### config.mk
export PLATFORM = sky130hd
export DESIGN_NAME = spi_irq_agg
export DESIGN_NICKNAME = d
export VERILOG_FILES = /design/src/rtl/spi_irq_pkg.sv /design/src/rtl/spi_irq_evmap.sv /design/src/rtl/spi_irq_test.sv /design/src/rtl/spi_irq_status.sv /design/src/rtl/spi_irq_agg.sv
export SDC_FILE = /design/constraint.sdc
export NUM_CORES = 1
export LEC_CHECK = 0
export ABC_AREA = 0
export BUFFER_PORTS_ARGS = -buffer_cell sky130_fd_sc_hd__buf_2
export CORE_UTILIZATION = 42
export CTS_CLUSTER_SIZE = 30
export DETAILED_ROUTE_END_ITERATION = 8
export PLACE_DENSITY_LB_ADDON = 0.05
export SYNTH_ARGS = -nofsm -noshare
export SYNTH_HDL_FRONTEND = slang
export SYNTH_SLANG_ARGS = --single-unit
export TNS_END_PERCENT = 1
### constraint.sdc
create_clock -name clk -period 1.6 [get_ports clk]
set_input_delay 0.48 -clock clk [delete_from_list [all_inputs] [get_ports clk]]
set_output_delay 0.48 -clock clk [all_outputs]
set_load 0.02 [all_outputs]
### src/rtl/spi_irq_pkg.sv
package spi_irq_pkg;
  localparam int unsigned CH_N       = 4;
  localparam int unsigned CH_STRIDE  = 4;
  localparam int unsigned TX_OFS     = 0;
  localparam int unsigned RX_OFS     = 2;
  localparam int unsigned EXTRA_BITS = 1;
  localparam int unsigned STAT_W     = CH_N * CH_STRIDE + EXTRA_BITS;
  localparam logic [31:0] IMPL_MASK_DEF = 32'h0001_777f;

  typedef enum logic [1:0] {
    XFER_BOTH   = 2'b00,
    XFER_RXONLY = 2'b01,
    XFER_TXONLY = 2'b10,
    XFER_RSVD   = 2'b11
  } xfer_mode_e;
endpackage

### src/rtl/spi_irq_evmap.sv
module spi_irq_evmap
  import spi_irq_pkg::*;
#(
  parameter int NUM_CH = 4,
  parameter int STRIDE = 4,
  parameter int TXO    = 0,
  parameter int RXO    = 2,
  parameter int SW     = 17
) (
  input  logic [NUM_CH-1:0]   tx_ev_i,
  input  logic [NUM_CH-1:0]   rx_ev_i,
  input  logic [2*NUM_CH-1:0] mode_i,
  input  logic [NUM_CH-1:0]   turbo_i,
  output logic [SW-1:0]       ev_bits_o
);
  logic [NUM_CH-1:0] tx_ok;
  logic [NUM_CH-1:0] rx_ok;

  for (genvar g = 0; g < NUM_CH; g++) begin : g_ch
    xfer_mode_e m;
    assign m        = xfer_mode_e'(mode_i[2*g +: 2]);
    assign tx_ok[g] = tx_ev_i[g] & (m != XFER_RXONLY);
    assign rx_ok[g] = rx_ev_i[g] & (m != XFER_TXONLY) & ~turbo_i[g];
  end

  always_comb begin
    ev_bits_o = '0;
    for (int c = 0; c < NUM_CH; c++) begin
      ev_bits_o[c*STRIDE+TXO] = tx_ok[c];
      ev_bits_o[c*STRIDE+RXO] = rx_ok[c];
    end
  end
endmodule

### src/rtl/spi_irq_test.sv
module spi_irq_test (
  input  logic clk,
  input  logic rst_n,
  input  logic soft_rst,
  input  logic mode_we,
  input  logic mode_wd,
  input  logic tbit_we,
  input  logic tbit_wd,
  output logic force_set_o,
  output logic clr_block_o
);
  logic mode_q, mode_d, tbit_q, tbit_d, ld;

  always_comb begin
    ld     = soft_rst | mode_we | tbit_we;
    mode_d = soft_rst ? 1'b0 : (mode_we ? mode_wd : mode_q);
    tbit_d = soft_rst ? 1'b0 : (tbit_we ? tbit_wd : tbit_q);
    force_set_o = ((mode_we & mode_wd) | (tbit_we & tbit_wd)) & mode_d & tbit_d;
    clr_block_o = mode_q & tbit_q;
  end

  always_ff @(posedge clk or negedge rst_n) begin
    if (!rst_n) begin
      mode_q <= 1'b0;
      tbit_q <= 1'b0;
    end else if (ld) begin
      mode_q <= mode_d;
      tbit_q <= tbit_d;
    end
  end

  // writing test mode as one with the test-set bit stored fills status
  p_fill_on_mode_r8: assert property (@(posedge clk) disable iff (!rst_n)
    (mode_we && mode_wd && tbit_q && !soft_rst && !(tbit_we && !tbit_wd)) |-> force_set_o);
  // soft reset returns the lock to open
  p_soft_unlock_r10: assert property (@(posedge clk) disable iff (!rst_n)
    soft_rst |=> !clr_block_o);
endmodule

### src/rtl/spi_irq_status.sv
module spi_irq_status #(
  parameter int          SW   = 17,
  parameter logic [31:0] MASK = 32'h0001_777f
) (
  input  logic          clk,
  input  logic          rst_n,
  input  logic          soft_rst,
  input  logic [SW-1:0] ev_bits,
  input  logic          sts_we,
  input  logic [SW-1:0] sts_wd,
  input  logic          clr_block,
  input  logic          force_set,
  output logic [SW-1:0] sts_q
);
  localparam logic [SW-1:0] M = MASK[SW-1:0];

  logic [SW-1:0] clr_v, sts_d;
  logic          ld;

  always_comb begin
    clr_v = (sts_we && !clr_block) ? sts_wd : '0;
    ld    = soft_rst | sts_we | (|ev_bits) | force_set;
    if (soft_rst) sts_d = '0;
    else sts_d = ((sts_q & ~clr_v) | ev_bits | (force_set ? M : '0)) & M;
  end

  always_ff @(posedge clk or negedge rst_n) begin
    if (!rst_n)  sts_q <= '0;
    else if (ld) sts_q <= sts_d;
  end

  // accepted clear drops written-one bits not re-set by an event
  p_w1c_r5: assert property (@(posedge clk) disable iff (!rst_n)
    (sts_we && !clr_block && !soft_rst && !force_set) |=>
      ((sts_q & $past(sts_wd) & ~$past(ev_bits)) == '0));
  // an event always lands even with a same-cycle clear
  p_event_wins_r6: assert property (@(posedge clk) disable iff (!rst_n)
    (|ev_bits && !soft_rst) |=> ((sts_q & $past(ev_bits)) == $past(ev_bits)));
  // a blocked write removes nothing
  p_clr_blocked_r7: assert property (@(posedge clk) disable iff (!rst_n)
    (sts_we && clr_block && !soft_rst) |=> ((sts_q & $past(sts_q)) == $past(sts_q)));
  // fill sets every implemented bit
  p_fill_r8: assert property (@(posedge clk) disable iff (!rst_n)
    (force_set && !soft_rst) |=> (sts_q == M));
  // bits stay set without an accepted clear
  p_sticky_r11: assert property (@(posedge clk) disable iff (!rst_n)
    (!soft_rst && !(sts_we && !clr_block)) |=> ((sts_q & $past(sts_q)) == $past(sts_q)));
endmodule

### src/rtl/spi_irq_agg.sv
module spi_irq_agg
  import spi_irq_pkg::*;
#(
  parameter int          NUM_CH     = 4,
  parameter int          STRIDE     = 4,
  parameter int          TXO        = 0,
  parameter int          RXO        = 2,
  parameter int          EXTRA      = 1,
  parameter logic [31:0] IMPL_MASK  = 32'h0001_777f,
  localparam int         STAT_W     = NUM_CH * STRIDE + EXTRA
) (
  input  logic                clk,
  input  logic                rst_n,
  input  logic                soft_rst,
  input  logic [NUM_CH-1:0]   tx_empty_ev,
  input  logic [NUM_CH-1:0]   rx_full_ev,
  input  logic [2*NUM_CH-1:0] xfer_mode,
  input  logic [NUM_CH-1:0]   turbo_en,
  input  logic                sts_wr,
  input  logic [STAT_W-1:0]   sts_wdata,
  input  logic                en_wr,
  input  logic [STAT_W-1:0]   en_wdata,
  input  logic                test_mode_wr,
  input  logic                test_mode_wdata,
  input  logic                test_bit_wr,
  input  logic                test_bit_wdata,
  output logic [STAT_W-1:0]   sts_rd,
  output logic [STAT_W-1:0]   en_rd,
  output logic                irq
);
  localparam logic [STAT_W-1:0] M = IMPL_MASK[STAT_W-1:0];

  logic [STAT_W-1:0] ev_bits, en_q, en_d, sts_q;
  logic              force_set, clr_block, en_ld, irq_q, irq_d;

  spi_irq_evmap #(.NUM_CH(NUM_CH), .STRIDE(STRIDE), .TXO(TXO), .RXO(RXO), .SW(STAT_W)) u_evmap (
    .tx_ev_i(tx_empty_ev), .rx_ev_i(rx_full_ev), .mode_i(xfer_mode),
    .turbo_i(turbo_en), .ev_bits_o(ev_bits)
  );

  spi_irq_test u_test (
    .clk(clk), .rst_n(rst_n), .soft_rst(soft_rst),
    .mode_we(test_mode_wr), .mode_wd(test_mode_wdata),
    .tbit_we(test_bit_wr), .tbit_wd(test_bit_wdata),
    .force_set_o(force_set), .clr_block_o(clr_block)
  );

  spi_irq_status #(.SW(STAT_W), .MASK(IMPL_MASK)) u_status (
    .clk(clk), .rst_n(rst_n), .soft_rst(soft_rst), .ev_bits(ev_bits),
    .sts_we(sts_wr), .sts_wd(sts_wdata), .clr_block(clr_block),
    .force_set(force_set), .sts_q(sts_q)
  );

  always_comb begin
    en_ld = soft_rst | en_wr;
    en_d  = soft_rst ? '0 : (en_wdata & M);
    irq_d = |(sts_q & en_q);
  end

  always_ff @(posedge clk or negedge rst_n) begin
    if (!rst_n)     en_q <= '0;
    else if (en_ld) en_q <= en_d;
  end

  always_ff @(posedge clk or negedge rst_n) begin
    if (!rst_n) irq_q <= 1'b0;
    else        irq_q <= irq_d;
  end

  assign sts_rd = sts_q;
  assign en_rd  = en_q;
  assign irq    = irq_q;

  // no enable bit outside the implemented mask
  p_en_mask_r1: assert property (@(posedge clk) disable iff (!rst_n)
    ((en_rd & ~M) == '0));
  // one-clock lag of the request
  p_irq_rise_r9: assert property (@(posedge clk) disable iff (!rst_n)
    (|(sts_rd & en_rd)) |=> irq);
  p_irq_fall_r9: assert property (@(posedge clk) disable iff (!rst_n)
    !(|(sts_rd & en_rd)) |=> !irq);
  // soft reset empties both registers
  p_soft_clear_r10: assert property (@(posedge clk) disable iff (!rst_n)
    soft_rst |=> (sts_rd == '0 && en_rd == '0));

  for (genvar c = 0; c < NUM_CH; c++) begin : g_chk
    // an allowed transmit-empty pulse lands at 4n
    p_tx_map_r2: assert property (@(posedge clk) disable iff (!rst_n)
      (tx_empty_ev[c] && xfer_mode[2*c +: 2] != XFER_RXONLY && !soft_rst)
        |=> sts_rd[c*STRIDE+TXO]);
    // suppressed receive-full leaves a clear bit clear
    p_rx_filter_r3: assert property (@(posedge clk) disable iff (!rst_n)
      ((turbo_en[c] || xfer_mode[2*c +: 2] == XFER_TXONLY) && !sts_rd[c*STRIDE+RXO] && !force_set)
        |=> !sts_rd[c*STRIDE+RXO]);
    // suppressed transmit-empty leaves a clear bit clear
    p_tx_filter_r4: assert property (@(posedge clk) disable iff (!rst_n)
      (xfer_mode[2*c +: 2] == XFER_RXONLY && !sts_rd[c*STRIDE+TXO] && !force_set)
        |=> !sts_rd[c*STRIDE+TXO]);
  end
endmodule

* Word level (Yosys, flattened, before mapping)
Index checks and enable logic that the tools add are counted.
Word-level totals: register bits after elaboration 37, memories 0, RAM bits 0, output and inout port bits 35, word-level logic and storage cells 58, bits of input ports 63, bits in latches 0, memory bits (read-only) 0
Cells by class: multiplexer cells 8, reduce and logical (&&, ||, !) cells 4, $lt $le $gt $ge 0, bitwise logic cells 33, eq/ne operators 8, add/sub/neg operators 0, shift operators 0, multipliers 0, divide/modulo/power cells 0
Operators with widths (count):
- 17-bit 2-to-1 mux | 4
- 17-bit bitwise AND | 2
- 1-bit bitwise AND | 17
- 17-bit NOT | 1
- 17-bit by 15-bit bitwise OR with 17-bit output | 1
- 17-bit bitwise OR | 1
- 17-bit OR reduction | 1
- 2-bit by 1-bit != test with 1-bit output, second input constant | 4
- 2-bit != test, second input constant | 4
- 8-bit OR reduction | 1
- 1-bit bitwise OR | 7
- 1-bit 2-to-1 mux | 4
- 1-bit NOT | 4
- 1-bit logical AND | 1
- 1-bit zero test | 1

* Longest topological paths before layout
word-level depth 9, depth in mapped cells 4, depth with buffers taken out 3

* By module
From an unflattened synthesis, not the netlist that was laid out.
Unflattened totals: cells, all modules 161, area total of the unflattened synthesis 1675.4 µm²
Modules (own cells, without submodules):
- spi_irq_agg | cells an instance 59, area each 703.2 µm², seq. area each 375.4 µm², instances 1
- spi_irq_status | cells an instance 66, area each 694.4 µm², seq. area each 350.3 µm², instances 1
- spi_irq_evmap | cells an instance 26, area each 171.4 µm², seq. area each 0.0 µm², instances 1
- spi_irq_test | cells an instance 10, area each 106.4 µm², seq. area each 50.0 µm², instances 1

* Worst setup path before layout
OpenSTA, ideal clock, no wires.
path type input to register, start in test_mode_wr, end reg u_status.sts_q[0], data required time 1519 ps, slack 286 ps, arrival 1232 ps, path buffers 1, library setup time 81 ps, stages on the path 4, cell sequence nand4b_1 > a211o_1 > buf_6 > a31oi_2
On the way: longest elaborated chain between the ends 7, elaborated cells on any way between the ends 10, those cells by class 4 x mux; 6 x bitwise
Ends and longest elaborated chain:
- start, declared | line spi_irq_agg.sv:23 | input logic test_mode_wr,
- 1-bit bitwise AND or 1-bit 2-to-1 mux (tied branches) | line spi_irq_test.sv:18, spi_irq_test.sv:16
- 1-bit bitwise OR or 1-bit 2-to-1 mux (tied branches) | line spi_irq_test.sv:18, spi_irq_test.sv:16
- 1-bit bitwise AND (*) (2 in series) | line spi_irq_test.sv:18 | force_set_o = ((mode_we & mode_wd) | (tbit_we & tbit_wd)) & mode_d & tbit_d;
- 17-bit 2-to-1 mux | line spi_irq_status.sv:24 | else sts_d = ((sts_q & ~clr_v) | ev_bits | (force_set ? M : '0)) & M;
- 17-bit bitwise OR | line spi_irq_status.sv:24
- 17-bit 2-to-1 mux | line spi_irq_status.sv:23 | if (soft_rst) sts_d = '0;
- end signal, assigned | line spi_irq_status.sv:29 | else if (ld) sts_q <= sts_d;
- end, declared | line spi_irq_status.sv:13 | output logic [SW-1:0] sts_q
Every way passes the cells marked *; elsewhere a longest branch is shown, timed or not. A chain may end at the register's enable or synchronous reset.

* Worst setup path in the final report
start reg u_status.sts_q[0], end out sts_rd[0]
RTL lines:
- end, declared | line spi_irq_agg.sv:27 | output logic [STAT_W-1:0] sts_rd,
No word-level cell between the ends.

==> impl_results.md <==
* Kind of start point of the critical path: flop
* Die ar. at 3850 µm²
* Clock tree from TritonCTS: yes
* Sequential-to-total area share from yosys stat at 51.3%
* Max Root-Sink Buffers at 2
* Residual overflow from global routing at 0
* Clock latency reported for the late side of the worst-skew pair at 0.33 ns
* Via Count at 1395
* Initial antenna violation count at 0
* Worst min-delay path category: in -> async
* Number of detailed-routing iterations run before antenna repair at 4
* First-pass GRT wire length at 5350 µm
* Via count of the first global-routing pass at 1181
* Half-perimeter wire length after detailed placement at 2910 µm
* Max-slew violations at 0
* Remaining routing DRC violations at 0
* Setup Viol. Count Final at 0
* Post-CTS Hold Buffers at 0
* Rel. slew slack at 64.5%
* Layout cell share with drive strength beyond 1 at 41.8%
* Cts bufs inserted at 5
* Clock transition at the registers of the reported paths at 0.10 ns
* Detailed Route WL at 3720 µm
* Largest stage delay on the critical path at 0.42 ns
* Setup Slack @ Placement at -0.0122 ns
* Average cell area after synthesis at 10.2 µm²
* Maximum number of pins on one net before global-route repair at 18
* Netlist cell types at 24
* Placer Congestion at 0.713
* Max Fclk at 706 MHz
* Flop and latch count out of synthesis at 31
* Post-cts gate resize count at 0
* Cell type of the slowest stage on the worst timing path: sky130_fd_sc_hd__dfrtp_1
* RSZ-0062 raised after global routing: false
* Yosys Warn Count at 0
* Power per cell area at 817 nW/µm²
* Number of nets in the finished design at 299
* Final WS setup at 0.184 ns
* Horiz. Die Dim at 62.0 µm
* Critical-path maximum fanout at 3
* Area of the mapped netlist at 1510 µm²
* Period minus WS final at 1.42 ns
* Clk_skew at 0.0116 ns
* Routed len/inst at 13.1 µm
* Result of the run: finished, final reports clean
* Count of antenna-violating nets left after detailed routing at 0
* Overall routing resource usage at 20.3%
* Smallest hold slack at 0.0497 ns
* Vertical die dimension at 62.0 µm
* Lkg Pwr at 1.17 nW
* Chain of cells forming the critical path: buf_2
* Number of buffers inserted to repair setup after CTS at 0
* Initial core utilization at 44.6%
* Number of rows created at floorplan at 21
* Placed Instances at 275
* Critical path data required time at 1.12 ns
* I/O Buffers at 85
* Final period util at 88.5%
* Antenna diode instance count at 0
* Transition time at the pin with the least slew margin at 0.532 ns
* Master cell of the clock root buffer: sky130_fd_sc_hd__clkbuf_4
* Clock sink count at 31
* Area growth syn-to-layout at 32.7%
* Mapped Cells at 148
* Vias/cell at 4.93
* CTS H-tree depth at 2
* Number of buffer and inverter stages on the critical path at 1
* Endpoint type of the worst setup path: primary output
* Count of maximum capacitance violations at 0
* Cell family with the largest share of critical-path delay: flip-flops
* Worst IR drop on VDD at 0.521 mV
* Critical path class: reg -> out
* Number of DRC markers after the initial detailed-route iteration at 43
* Arr. time, crit path at 0.94 ns
* Number of primary I/O pins at 98
* Placeable core region at 3390 µm²
* Final number of hold-violating endpoints at 0
* Count of placed standard cells in the final layout, fillers left out at 283
worst paths after layout:
check / slack (ns) / depth (start not counted) / end / from
max: 0.18 / 1 / sts_rd[0] / u_status.sts_q[0]
min: 0.05 / 1 / en_rd[1] / rst_n
max reg2reg: 0.23 / 3 / u_status.sts_q[0] / u_test.mode_q
min reg2reg: 0.55 / 2 / irq / en_rd[14]
max in group asynchronous: 1.00 / 2 / u_status.sts_q[4] / rst_n
min in group clk: 0.39 / 3 / en_rd[13] / en_wdata[13]
final cells by class:
cell class                      count  area [µm²]
Sequential cell                    31         776
Fill cell                         311        1380
Clock buffer                        7        45.0
Multi-Input combinational cell     88         593
Tap cell                           46        57.6
Timing Repair Buffer               88         448
Clock inverter                      1        5.00
Inverter                           22        82.6
synth_stat cells:
library cell,instances,area [µm²]
sky130_fd_sc_hd__dfrtp_1,31,776
sky130_fd_sc_hd__inv_1,22,82.6
sky130_fd_sc_hd__mux2i_1,15,150
sky130_fd_sc_hd__nor2_1,15,56.3
sky130_fd_sc_hd__o21ai_0,12,60.1
sky130_fd_sc_hd__a211o_1,11,96.3
sky130_fd_sc_hd__nand2_1,7,26.3
sky130_fd_sc_hd__buf_4,6,45.0
sky130_fd_sc_hd__a22oi_1,5,37.5
sky130_fd_sc_hd__a31oi_1,4,25.0
sky130_fd_sc_hd__a31oi_2,4,50.1
sky130_fd_sc_hd__buf_2,4,20.0
sky130_fd_sc_hd__a21bo_2,1,10.0
sky130_fd_sc_hd__a21boi_1,1,7.51
sky130_fd_sc_hd__a21oi_1,1,5.00
sky130_fd_sc_hd__a221oi_1,1,8.76
sky130_fd_sc_hd__a22o_1,1,8.76
sky130_fd_sc_hd__and3_1,1,6.26
sky130_fd_sc_hd__buf_1,1,3.75
sky130_fd_sc_hd__buf_6,1,11.3
sky130_fd_sc_hd__conb_1,1,3.75
sky130_fd_sc_hd__nand4_1,1,6.26
sky130_fd_sc_hd__nand4b_1,1,8.76
sky130_fd_sc_hd__or2b_1,1,7.51
placed cells by master (no fill, tap or decap):
master,netlist,routed
sky130_fd_sc_hd__a21boi_1,1,1
sky130_fd_sc_hd__clkinv_2,0,1
sky130_fd_sc_hd__a31oi_2,4,4
sky130_fd_sc_hd__o21ai_0,12,12
sky130_fd_sc_hd__and3_1,1,1
sky130_fd_sc_hd__buf_4,6,3
sky130_fd_sc_hd__nand2_1,7,7
sky130_fd_sc_hd__nand4_1,1,1
sky130_fd_sc_hd__nor2_1,15,15
sky130_fd_sc_hd__a22o_1,1,1
sky130_fd_sc_hd__a211o_1,11,11
sky130_fd_sc_hd__a22oi_1,5,5
sky130_fd_sc_hd__buf_2,4,85
sky130_fd_sc_hd__a21bo_2,1,1
sky130_fd_sc_hd__or2b_1,1,1
sky130_fd_sc_hd__clkbuf_1,0,2
sky130_fd_sc_hd__conb_1,1,6
sky130_fd_sc_hd__nand4b_1,1,1
sky130_fd_sc_hd__a31oi_1,4,4
sky130_fd_sc_hd__dfrtp_1,31,31
sky130_fd_sc_hd__inv_1,22,22
sky130_fd_sc_hd__mux2i_1,15,15
sky130_fd_sc_hd__a21oi_1,1,1
sky130_fd_sc_hd__clkbuf_4,0,5
sky130_fd_sc_hd__a221oi_1,1,1
flip-flops by register name, summed over array words and instances, names as in the netlist:
register        cells
u_test.tbit_q       1
u_test.mode_q       1
irq                 1
en_rd              14
u_status.sts_q     14
routing by layer:
| layer | global-route usage [%] | wire (µm) | vias to the layer above |
|---|---|---|---|
| met5 | 0 | 0 | - |
| met4 | 6.98 | 59 | 0 |
| met3 | 8.07 | 258 | 8 |
| met2 | 33.7 | 1840 | 58 |
| met1 | 23.8 | 1560 | 655 |
| li1 | - | - | 674 |
where the power goes:
group | switching [mW] | internal, mW | total (mW)
Clock | 0.259 | 0.171 | 0.430
Sequential | 0.0393 | 0.832 | 0.871
Combinational | 0.197 | 0.141 | 0.338
per-stage QoR:
stage / total power, mW / util (%) / TNS [ns] / cell area [µm²]
finish: 1.64 / 59.2 / 0 / 2010
detailed placement: 1.23 / 57.7 / -0.0178 / 1960
floorplan: 1.07 / - / 0 / 1530
global placement: 1.22 / 57.7 / 0 / 1960
CTS: 1.66 / 59.2 / 0 / 2010
global route: 1.73 / 59.2 / 0 / 2010
cells by family (layout without fill, tap and decap cells):
kind of cell           count (synthesis)  in the layout  synth area share [%]
AOI/OAI and AO/OA                     41             41                  20.4
buffers and inverters                 34            118                  10.8
DFF                                   31             31                  51.3
and+or+nand+nor                       26             26                  7.36
muxes                                 15             15                  9.93
other                                  1              6                 0.248
No activity file was read; power rests on OpenSTA's default activity.
